`src/rtl/dpll_pkg.sv`:
```
package dpll_pkg;

    // Filtered view of the receive line at one reference step
    typedef struct packed {
        logic level;      // majority-voted line level
        logic edge_seen;  // accepted transition in this step
    } rx_sense_t;

    // Phase decision taken on a reference step
    typedef enum logic [1:0] {
        PH_NORMAL  = 2'd0,
        PH_RETARD  = 2'd1,
        PH_ADVANCE = 2'd2,
        PH_LOAD    = 2'd3
    } ph_step_t;

    // Mid-cell sample handed to the output
    typedef struct packed {
        logic valid;
        logic bit_val;
    } sample_t;

    // Majority of the lowest n bits of taps (n odd, at most 8)
    function automatic logic vote(input logic [7:0] taps, input int n);
        int ones;
        ones = 0;
        for (int i = 0; i < 8; i++) begin
            if (i < n && taps[i]) ones++;
        end
        return (ones > n / 2);
    endfunction

endpackage

```
`src/rtl/rxd_filter.sv`:
```
module rxd_filter
    import dpll_pkg::*;
#(
    parameter int   SYNC_STAGES = 2,
    parameter int   FILT_TAPS   = 3,
    parameter logic IDLE_LEVEL  = 1'b1
) (
    input  logic      clk,
    input  logic      rst,
    input  logic      tick,
    input  logic      rx_in,
    output rx_sense_t sense
);

    logic [SYNC_STAGES-1:0] sync_q;
    logic [FILT_TAPS-2:0]   win_q;
    logic                   lvl_q;
    logic                   line;
    logic [FILT_TAPS-1:0]   taps;
    logic [7:0]             taps8;
    logic                   voted;

    // Synchronizer chain, length chosen by parameter
    for (genvar g = 0; g < SYNC_STAGES; g++) begin : g_sync
        if (g == 0) begin : g_first
            always_ff @(posedge clk) begin
                if (rst) sync_q[0] <= IDLE_LEVEL;
                else     sync_q[0] <= rx_in;
            end
        end else begin : g_next
            always_ff @(posedge clk) begin
                if (rst) sync_q[g] <= IDLE_LEVEL;
                else     sync_q[g] <= sync_q[g-1];
            end
        end
    end

    assign line = sync_q[SYNC_STAGES-1];
    assign taps = {win_q, line};

    always_comb begin
        taps8 = '0;
        taps8[FILT_TAPS-1:0] = taps;
        voted = vote(taps8, FILT_TAPS);
    end

    always_ff @(posedge clk) begin
        if (rst) begin
            win_q <= {(FILT_TAPS-1){IDLE_LEVEL}};
            lvl_q <= IDLE_LEVEL;
        end else if (tick) begin
            win_q <= taps[FILT_TAPS-2:0];
            lvl_q <= voted;
        end
    end

    always_comb begin
        sense.level     = voted;
        sense.edge_seen = tick && (voted != lvl_q);
    end

endmodule

```
`src/rtl/phase_tracker.sv`:
```
module phase_tracker
    import dpll_pkg::*;
#(
    parameter int OVERSAMPLE = 16,
    parameter int IDLE_BITS  = 32
) (
    input  logic      clk,
    input  logic      rst,
    input  logic      tick,
    input  rx_sense_t sense,
    output logic      rec_clk,
    output sample_t   smp,
    output logic      wrap_pulse
);

    localparam int CW         = $clog2(OVERSAMPLE);
    localparam int HALF       = OVERSAMPLE / 2;
    localparam int IDLE_LIMIT = IDLE_BITS * OVERSAMPLE;
    localparam int IW         = $clog2(IDLE_LIMIT + 1);

    logic [CW-1:0] cnt_q, cnt_nx;
    logic [IW-1:0] idle_q;
    logic          locked_q;
    ph_step_t      step;

    // Choose the phase action for this reference step
    always_comb begin
        if (!sense.edge_seen)                       step = PH_NORMAL;
        else if (!locked_q)                         step = PH_LOAD;
        else if (cnt_q == '0 || cnt_q == CW'(HALF)) step = PH_NORMAL;
        else if (cnt_q < CW'(HALF))                 step = PH_RETARD;
        else                                        step = PH_ADVANCE;
    end

    always_comb begin
        cnt_nx = cnt_q;
        if (tick) begin
            case (step)
                PH_LOAD:    cnt_nx = CW'(1);
                PH_RETARD:  cnt_nx = cnt_q;
                PH_ADVANCE: cnt_nx = cnt_q + CW'(2);
                default:    cnt_nx = cnt_q + CW'(1);
            endcase
        end
    end

    always_ff @(posedge clk) begin
        if (rst) begin
            cnt_q <= '0;
        end else begin
            cnt_q <= cnt_nx;
        end
    end

    // Silence timer: drops the loop back to fast acquisition
    always_ff @(posedge clk) begin
        if (rst) begin
            idle_q   <= '0;
            locked_q <= 1'b0;
        end else if (tick) begin
            if (sense.edge_seen) begin
                idle_q   <= '0;
                locked_q <= 1'b1;
            end else if (idle_q != IW'(IDLE_LIMIT)) begin
                idle_q <= idle_q + IW'(1);
            end else begin
                locked_q <= 1'b0;
            end
        end
    end

    // Sample on the falling edge of the recovered clock, wrap on rising
    always_ff @(posedge clk) begin
        if (rst) begin
            smp        <= '0;
            wrap_pulse <= 1'b0;
        end else begin
            smp.valid  <= tick && !cnt_q[CW-1] && cnt_nx[CW-1];
            if (tick && !cnt_q[CW-1] && cnt_nx[CW-1]) smp.bit_val <= sense.level;
            wrap_pulse <= tick && cnt_q[CW-1] && !cnt_nx[CW-1];
        end
    end

    assign rec_clk = !cnt_q[CW-1];

endmodule

```
`src/rtl/txclk_select.sv`:
```
module txclk_select #(
    parameter int OVERSAMPLE = 16
) (
    input  logic clk,
    input  logic rst,
    input  logic tick,
    input  logic use_rec,
    input  logic rec_wrap,
    output logic tx_pulse
);

    localparam int CW = $clog2(OVERSAMPLE);

    logic [CW-1:0] div_q;
    logic          div_pulse_q;

    always_ff @(posedge clk) begin
        if (rst) begin
            div_q       <= '0;
            div_pulse_q <= 1'b0;
        end else begin
            div_pulse_q <= tick && (div_q == CW'(OVERSAMPLE - 1));
            if (tick) div_q <= div_q + CW'(1);
        end
    end

    assign tx_pulse = use_rec ? rec_wrap : div_pulse_q;

endmodule

```
`src/rtl/hdlc_clk_recovery.sv`:
```
module hdlc_clk_recovery
    import dpll_pkg::*;
#(
    parameter int OVERSAMPLE  = 16,
    parameter int IDLE_BITS   = 32,
    parameter int SYNC_STAGES = 2,
    parameter int FILT_TAPS   = 3
) (
    input  logic clk,
    input  logic rst,
    input  logic ref_en,
    input  logic rx_data,
    input  logic tx_sel,
    output logic rx_bit,
    output logic rx_bit_valid,
    output logic rec_clk,
    output logic tx_clk_en
);

    rx_sense_t sense;
    sample_t   smp;
    logic      wrap;

    rxd_filter #(
        .SYNC_STAGES(SYNC_STAGES),
        .FILT_TAPS  (FILT_TAPS),
        .IDLE_LEVEL (1'b1)
    ) u_filter (
        .clk  (clk),
        .rst  (rst),
        .tick (ref_en),
        .rx_in(rx_data),
        .sense(sense)
    );

    phase_tracker #(
        .OVERSAMPLE(OVERSAMPLE),
        .IDLE_BITS (IDLE_BITS)
    ) u_tracker (
        .clk       (clk),
        .rst       (rst),
        .tick      (ref_en),
        .sense     (sense),
        .rec_clk   (rec_clk),
        .smp       (smp),
        .wrap_pulse(wrap)
    );

    txclk_select #(
        .OVERSAMPLE(OVERSAMPLE)
    ) u_txsel (
        .clk     (clk),
        .rst     (rst),
        .tick    (ref_en),
        .use_rec (tx_sel),
        .rec_wrap(wrap),
        .tx_pulse(tx_clk_en)
    );

    assign rx_bit       = smp.bit_val;
    assign rx_bit_valid = smp.valid;

endmodule

```
`config.mk`:
```
export PLATFORM = sky130hd
export DESIGN_NAME = hdlc_clk_recovery
export DESIGN_NICKNAME = d
export VERILOG_FILES = /design/src/rtl/dpll_pkg.sv /design/src/rtl/rxd_filter.sv /design/src/rtl/phase_tracker.sv /design/src/rtl/txclk_select.sv /design/src/rtl/hdlc_clk_recovery.sv
export SDC_FILE = /design/constraint.sdc
export NUM_CORES = 1
export LEC_CHECK = 0
export ABC_AREA = 0
export BUFFER_PORTS_ARGS = -buffer_cell sky130_fd_sc_hd__buf_2
export CORE_ASPECT_RATIO = 1.1
export CORE_MARGIN = 4
export CORE_UTILIZATION = 50
export CTS_CLUSTER_DIAMETER = 40
export DETAILED_ROUTE_END_ITERATION = 10
export HOLD_SLACK_MARGIN = 0.06
export PLACE_DENSITY = 0.68
export SETUP_SLACK_MARGIN = 0.5
export SYNTH_ARGS = -nofsm -noshare
export SYNTH_HDL_FRONTEND = slang
export SYNTH_SLANG_ARGS = --single-unit
```
`constraint.sdc`:
```
create_clock -name clk -period 2.8 [get_ports clk]
set_input_delay 0.7 -clock clk [delete_from_list [all_inputs] [get_ports clk]]
set_output_delay 0.7 -clock clk [all_outputs]
set_load 0.005 [all_outputs]
```
# [After elaboration in Yosys (flattened, before gate mapping)]
# Index checks and enable logic that the tools add are counted.
[totals] register_bits=28 input_bits=5 output_inout_bits=4
[op_classes] n_addsub=6 n_lt_le_gt_ge=2 eq_ne=8 muxes=14 bitwise_logic=1 reduce_logical=14
[ops] op="two-way mux 32 bit" n=2
[ops] op="adder 32 x 2 -> 32 bit (second input constant)" n=1
[ops] op="> comparator 32 x 2 -> 1 bit (second input constant)" n=1
[ops] op="two-way mux 10 bit" n=2
[ops] op="case mux 4 bit (3 select lines)" n=1
[ops] op="adder 10 x 1 -> 10 bit (second input constant)" n=1
[ops] op="inequality test 10 bit (second input constant)" n=1
[ops] op="adder 4 x 1 -> 4 bit (second input constant)" n=2
[ops] op="== test 4 bit (second input constant)" n=2
[ops] op="two-way mux 2 bit" n=4
[ops] op="logical AND 1 bit" n=6
[ops] op="AND reduction 2 bit" n=3
[ops] op="adder 4 x 2 -> 4 bit (second input constant)" n=1
[ops] op="== test 2 bit (second input constant)" n=2
[ops] op="zero test 4 bit" n=1
[ops] op="less-than comparator 4 bit (second input constant)" n=1
[ops] op="two-way mux 1 bit" n=4
[ops] op="two-way mux 4 bit" n=1
[ops] op="adder 1 x 1 -> 2 bit (second input constant)" n=1
[ops] op="== test 2 x 1 -> 1 bit (second input constant)" n=1
[ops] op="zero test 1 bit" n=2
[ops] op="inequality test 2 x 1 -> 1 bit (second input constant)" n=1
[ops] op="nonzero test 2 bit" n=1
[ops] op="logical OR 1 bit" n=1
[ops] op="other kinds (2)" n=2

# [Logic depth before layout (Yosys ltp)]
[logic_depth] word_depth=14 depth_mapped=8 mapped_depth_nobuf=8

# [Cells and area by module]
# From an unflattened synthesis, not the netlist that was laid out.
[hier_totals] hier_cells=165 hier_area_um2=1456.4
[modules_own_cells] mod="phase_tracker" instances=1 cells_each=119 area_each_um2=991.0 seq_area_each_um2=360.3
[modules_own_cells] mod="rxd_filter" instances=1 cells_each=27 area_each_um2=245.2 seq_area_each_um2=100.1
[modules_own_cells] mod="txclk_select" instances=1 cells_each=19 area_each_um2=220.2 seq_area_each_um2=100.1

# [Worst setup path before layout]
# OpenSTA, ideal clock, no wires.
[synth_path] kind="reg2reg" start="register u_filter.sync_q[1] (netlist: u_filter.line)" end="register u_tracker.smp[0] (netlist name)" setup_time_ns=0.116 t_arrival_ns=1.808 required_time_ns=2.684 path_slack_ns=0.876 stages_incl_launch_ff=8 path_buffers=0 synth_period_minus_slack_ns=1.924 path_cell_list="dfxtp_1 -> inv_1 -> ha_1 -> nand2b_1 -> a21oi_4 -> xnor2_2 -> a2111o_1 -> a31o_2"
[synth_via] elab_chain_len=13 elab_cells_between_ends=15 cone_classes="2 x add/sub; 1 x order compare; 4 x eq/ne; 6 x mux; 2 x reduce/logical"
[synth_lines] element="start: declaration" line="rxd_filter.sv:15" rtl="logic [SYNC_STAGES-1:0] sync_q;"
[synth_lines] element="start signal: indexed assignment" line="rxd_filter.sv:33" rtl="else sync_q[g] <= sync_q[g-1];"
[synth_lines] element="two-way mux 1 bit *" line="dpll_pkg.sv:28" rtl="if (i < n && taps[i]) ones++;"
[synth_lines] element="adder 1 x 1 -> 2 bit" line="dpll_pkg.sv:28"
[synth_lines] element="two-way mux 32 bit *" line="dpll_pkg.sv:28"
[synth_lines] element="adder 32 x 2 -> 32 bit" line="dpll_pkg.sv:28"
[synth_lines] element="two-way mux 32 bit *" line="dpll_pkg.sv:28"
[synth_lines] element="> comparator 32 x 2 -> 1 bit *" line="dpll_pkg.sv:30" rtl="return (ones > n / 2);"
[synth_lines] element="inequality test 1 bit" line="rxd_filter.sv:59" rtl="sense.edge_seen = tick && (voted != lvl_q);"
[synth_lines] element="logical AND 1 bit" line="rxd_filter.sv:59"
[synth_lines] element="two-way mux 2 bit" line="phase_tracker.sv:28" rtl="if (!sense.edge_seen) step = PH_NORMAL;"
[synth_lines] element="== test 2 bit / == test 2 x 1 -> 1 bit (equally long branches)" line="phase_tracker.sv:38" rtl="case (step)"
[synth_lines] element="case mux 4 bit (3 select lines)" line="phase_tracker.sv:38"
[synth_lines] element="two-way mux 4 bit" line="phase_tracker.sv:37" rtl="if (tick) begin"
[synth_lines] element="logical AND 1 bit" line="phase_tracker.sv:79" rtl="if (tick && !cnt_q[CW-1] && cnt_nx[CW-1]) smp.bit_val <= sense.level;"
# Mark *: on every way between the ends. The rest lies on a longest branch, timed or not.
# A chain may end at the register's enable or synchronous reset.

# [Final worst setup path]
[layout_path] start="register u_filter.win_q[0]" end="register u_tracker.cnt_q[2]"
[layout_via] elab_chain_len=10 elab_cells_between_ends=13 cone_classes="1 x add/sub; 1 x order compare; 4 x eq/ne; 4 x mux; 1 x bitwise; 2 x reduce/logical"
[layout_lines] element="start: declaration" line="rxd_filter.sv:16" rtl="logic [FILT_TAPS-2:0] win_q;"
[layout_lines] element="start signal: assignment" line="rxd_filter.sv:49" rtl="win_q <= {(FILT_TAPS-1){IDLE_LEVEL}};"
[layout_lines] element="start signal: assignment" line="rxd_filter.sv:52" rtl="win_q <= taps[FILT_TAPS-2:0];"
[layout_lines] element="two-way mux 32 bit *" line="dpll_pkg.sv:28"
[layout_lines] element="adder 32 x 2 -> 32 bit" line="dpll_pkg.sv:28"
[layout_lines] element="two-way mux 32 bit *" line="dpll_pkg.sv:28"
[layout_lines] element="> comparator 32 x 2 -> 1 bit *" line="dpll_pkg.sv:30"
[layout_lines] element="inequality test 1 bit *" line="rxd_filter.sv:59"
[layout_lines] element="logical AND 1 bit *" line="rxd_filter.sv:59"
[layout_lines] element="two-way mux 2 bit *" line="phase_tracker.sv:28"
[layout_lines] element="parallel branches: the longest is 3 deep, another holds case mux 4 bit (3 select lines)"
[layout_lines] element="end signal: assignment" line="phase_tracker.sv:51" rtl="cnt_q <= cnt_nx;"
[layout_lines] element="end: declaration" line="phase_tracker.sv:21" rtl="logic [CW-1:0] cnt_q, cnt_nx;"
# Every way passes the cells marked *.

==> results.toml <==
[placed_design]
io_buffer_count = 8
hpwl_mm = 1.868
place_congestion = 0.7828
dp_slack_ps = 705.9
numPlacedInstances = 185
post_dp_cell_area_um2 = 1405

[detailed_routing]
dr_wl_met3_um = 104
drt-met1-wl_mm = 1.143
postRouteWirelength_mm = 2.532
wl_per_cell_um = 13.40
drt_iter0_markers = 31
ant_nets = 0
routed-wl-met2_mm = 1.247
vias = 1054
highest_layer = "met4"
viasPerCell = 5.577
firstDrtPassIters = 5
post-route-drc-count = 0

[sta]
final_max_slew_viol_count = 0
min_period_over_period_pct = 74.84
hold_ws_ps = 451.3
worst_pin_slew_ps = 431.9
fin_tns_setup_ps = 0
setup-violations-final = 0
clock.fmax_mhz = 477.2
hold_viol = 0
fin_skew_ps = 14.06
max-slew-margin-rel_pct = 71.11
setup_ws_ps = 704.5
rsz0062_at_grt = "no"
period_needed_ps = 2096

[yosys]
yosys_warnings = 0
synthFlopType = "dfxtp_1"
synthTopCellsByArea = "dfxtp_1 42%, ha_1 7.5%, nor2_1 4.8%"
synth_area_um2 = 1341
netlist_top_cells_count = "28 x dfxtp_1, 17 x nor2_1, 14 x nand2_1"
yosys_register_bits = 28
ys_types = 39
synthCells = 149
ys_seq_area_share_pct = 41.79
synth_top_cell_by_area = "dfxtp_1"
synth_most_common_cell = "dfxtp_1"
synth-xor-area-share_pct = 8.396
synthMuxAreaShare_pct = 2.332
syn-mean-instance-area_um2 = 9.002
synth_compound_area_share_pct = 13.53
synthSimpleGateAreaFrac_pct = 22.29
synth_edf_count = 0
syn_nets = 162
synth_fa_ha_area_share_pct = 7.463
yosys.area.top_type_share_pct = 41.79
ys_async_sr_fraction_pct = 0
synth_top_family_by_area = "simple AND/OR/NAND/NOR gates"

[grt]
grt_pass1_vias = 1063
grt_pass1_wl_mm = 4.547
antenna_found_initial = 0
grt_overflow = 0
grt_max_degree = 21
grt.total_usage_pct = 15.72

[critical_path]
critPathKind = "flip-flop to flip-flop"
required_ps = 3050
rrSetupSlack_ps = 700
critPathCaptureType = "flip-flop"
cp_max_fo = 6
reg2reg_to = "u_tracker.cnt_q[2]$_SDFFE_PP0P_"
arrival_ps = 2340
timing.rr.start = "u_filter.win_q[0]$_SDFFE_PP1P_"
worst_setup_path_start_kind = "flip-flop"
reg2reg_depth = 8
cp-endpoint = "u_tracker.cnt_q[2]$_SDFFE_PP0P_"
crit_path_start = "u_filter.win_q[0]$_SDFFE_PP1P_"

[clock_network]
cts_root_buf = "clkbuf_4"
cts_tree = "yes"
insertion_delay_ps = 330
htreeDepth = 1
clkTransAtPathRegs_ps = 140
cts.sinks = 28
numCtsBuffers = 3
cts_buffer_depth = 2
cts_setup_buffers = 0

[power]
leakagePower_nw = 0.5887
comb_power_share_pct = 11.5
power.density_nw_per_um2 = 536.4
internal_power_uw = 594.6
power.total_uw = 782.6
ir_worst_vdd_mv = 0.3967
seqPwrFrac_pct = 54.6
pwr-share-clk_pct = 33.9
power.switching_uw = 188.0
p_sw_share_pct = 24.02

[outcome]
outcome = "finished clean"

[final_layout]
layout-drive-gt1-share_pct = 13.92
final.fill_count = 217
post-route-util_pct = 57.35
num_antenna_cells = 0
fin_nets = 172
final_area_um2 = 1459
area_delta_synth_final_pct = 8.769
layout.cells.non_filler = 189

[die]
num_rows = 19
io_pins = 9
core_um2 = 2544
fp.dieH_um = 62.32
initial_core_util_pct = 52.73
die_area_um2 = 3576
dieWidth_um = 57.39

[job]
drv_cap = 0

[hold_path]
holdCritPathClass = "flip-flop to flip-flop"
## area by class of cell
cell class              instances  area, um2  area share, %
multi-input cells             108      725.7          49.74
flip-flops and latches         28      560.5          38.42
repair buffers                  9      47.55          3.259
well taps                      31      38.79          2.659
inverters                       9      33.78          2.316
clock inverters                 1      30.03          2.058
clock buffers                   3      22.52          1.544
## layout by cell type, fill, tap and decap left out, types with 2 or more instances in the layout
cell       n
a21oi_1    8
a31o_2     2
buf_2      8
clkbuf_4   3
dfxtp_1   28
ha_1       8
inv_1      8
mux2i_1    2
nand2_1   14
nand2b_1   3
nand3_1    6
nand4_1    5
nor2_1    17
nor3_1     5
nor4_1     2
o211ai_1   3
o21ai_0    2
or2_2      2
xnor2_1    4
xor2_1     7
## logic make-up after synthesis
| kind of cell | after synthesis |
|---|---|
| simple gates | 60 |
| flops | 28 |
| fa+ha+maj | 8 |
| compound gates | 25 |
| mux | 3 |
| xor+xnor | 12 |
| buf+inv | 13 |
## critical path, stage by stage (launching register included)
cell      delay, ps
dfxtp_1         390
inv_1            70
ha_1            260
nand2b_1        180
a21oi_4         240
xor2_1          190
o31ai_1         380
a21oi_1          70
nor4_1          250
## worst min-delay path by stage
stage,startpoint,to,depth (start not counted)
CTS,u_filter.sync_q[0]$_SDFF_PP1_,u_filter.line$_SDFF_PP1_,1
global placement,u_filter.sync_q[0]$_SDFF_PP1_,u_filter.line$_SDFF_PP1_,1
detailed placement,u_filter.sync_q[0]$_SDFF_PP1_,u_filter.line$_SDFF_PP1_,1
finish,u_filter.sync_q[0]$_SDFF_PP1_,u_filter.line$_SDFF_PP1_,1
global route,u_filter.sync_q[0]$_SDFF_PP1_,u_filter.line$_SDFF_PP1_,1
floorplan,u_filter.sync_q[0]$_SDFF_PP1_,u_filter.line$_SDFF_PP1_,1
## state kept, by name (all words and copies together) (netlist names), 2 cells and up
signal,flops
u_txsel.div_q,4
u_tracker.idle_q,10
u_filter.win_q,2
u_tracker.smp,2
u_tracker.cnt_q,4
## what timing repair did
action	CTS	global route
hold buffers	0	0
setup endpoints to repair	0	1
gates resized for setup	0	1
## per-layer routing
| metal | up-vias | global-route usage, % |
|---|---|---|
| li1 | 541 | - |
| met1 | 485 | 19.85 |
| met2 | 24 | 26.55 |
| met3 | 4 | 2.484 |
| met4 | 0 | 5.507 |
| met5 | - | 0 |
## power by group through the flow
stage | Combinational, mW | Sequential [mW] | Clock (mW)
global placement | 0.0859 | 0.436 | 0
finish | 0.0897 | 0.428 | 0.265
global route | 0.102 | 0.431 | 0.290
CTS | 0.0902 | 0.427 | 0.272
floorplan | 0.0705 | 0.432 | 0
detailed placement | 0.0886 | 0.436 | 0
No activity file was read; power rests on OpenSTA's default activity.
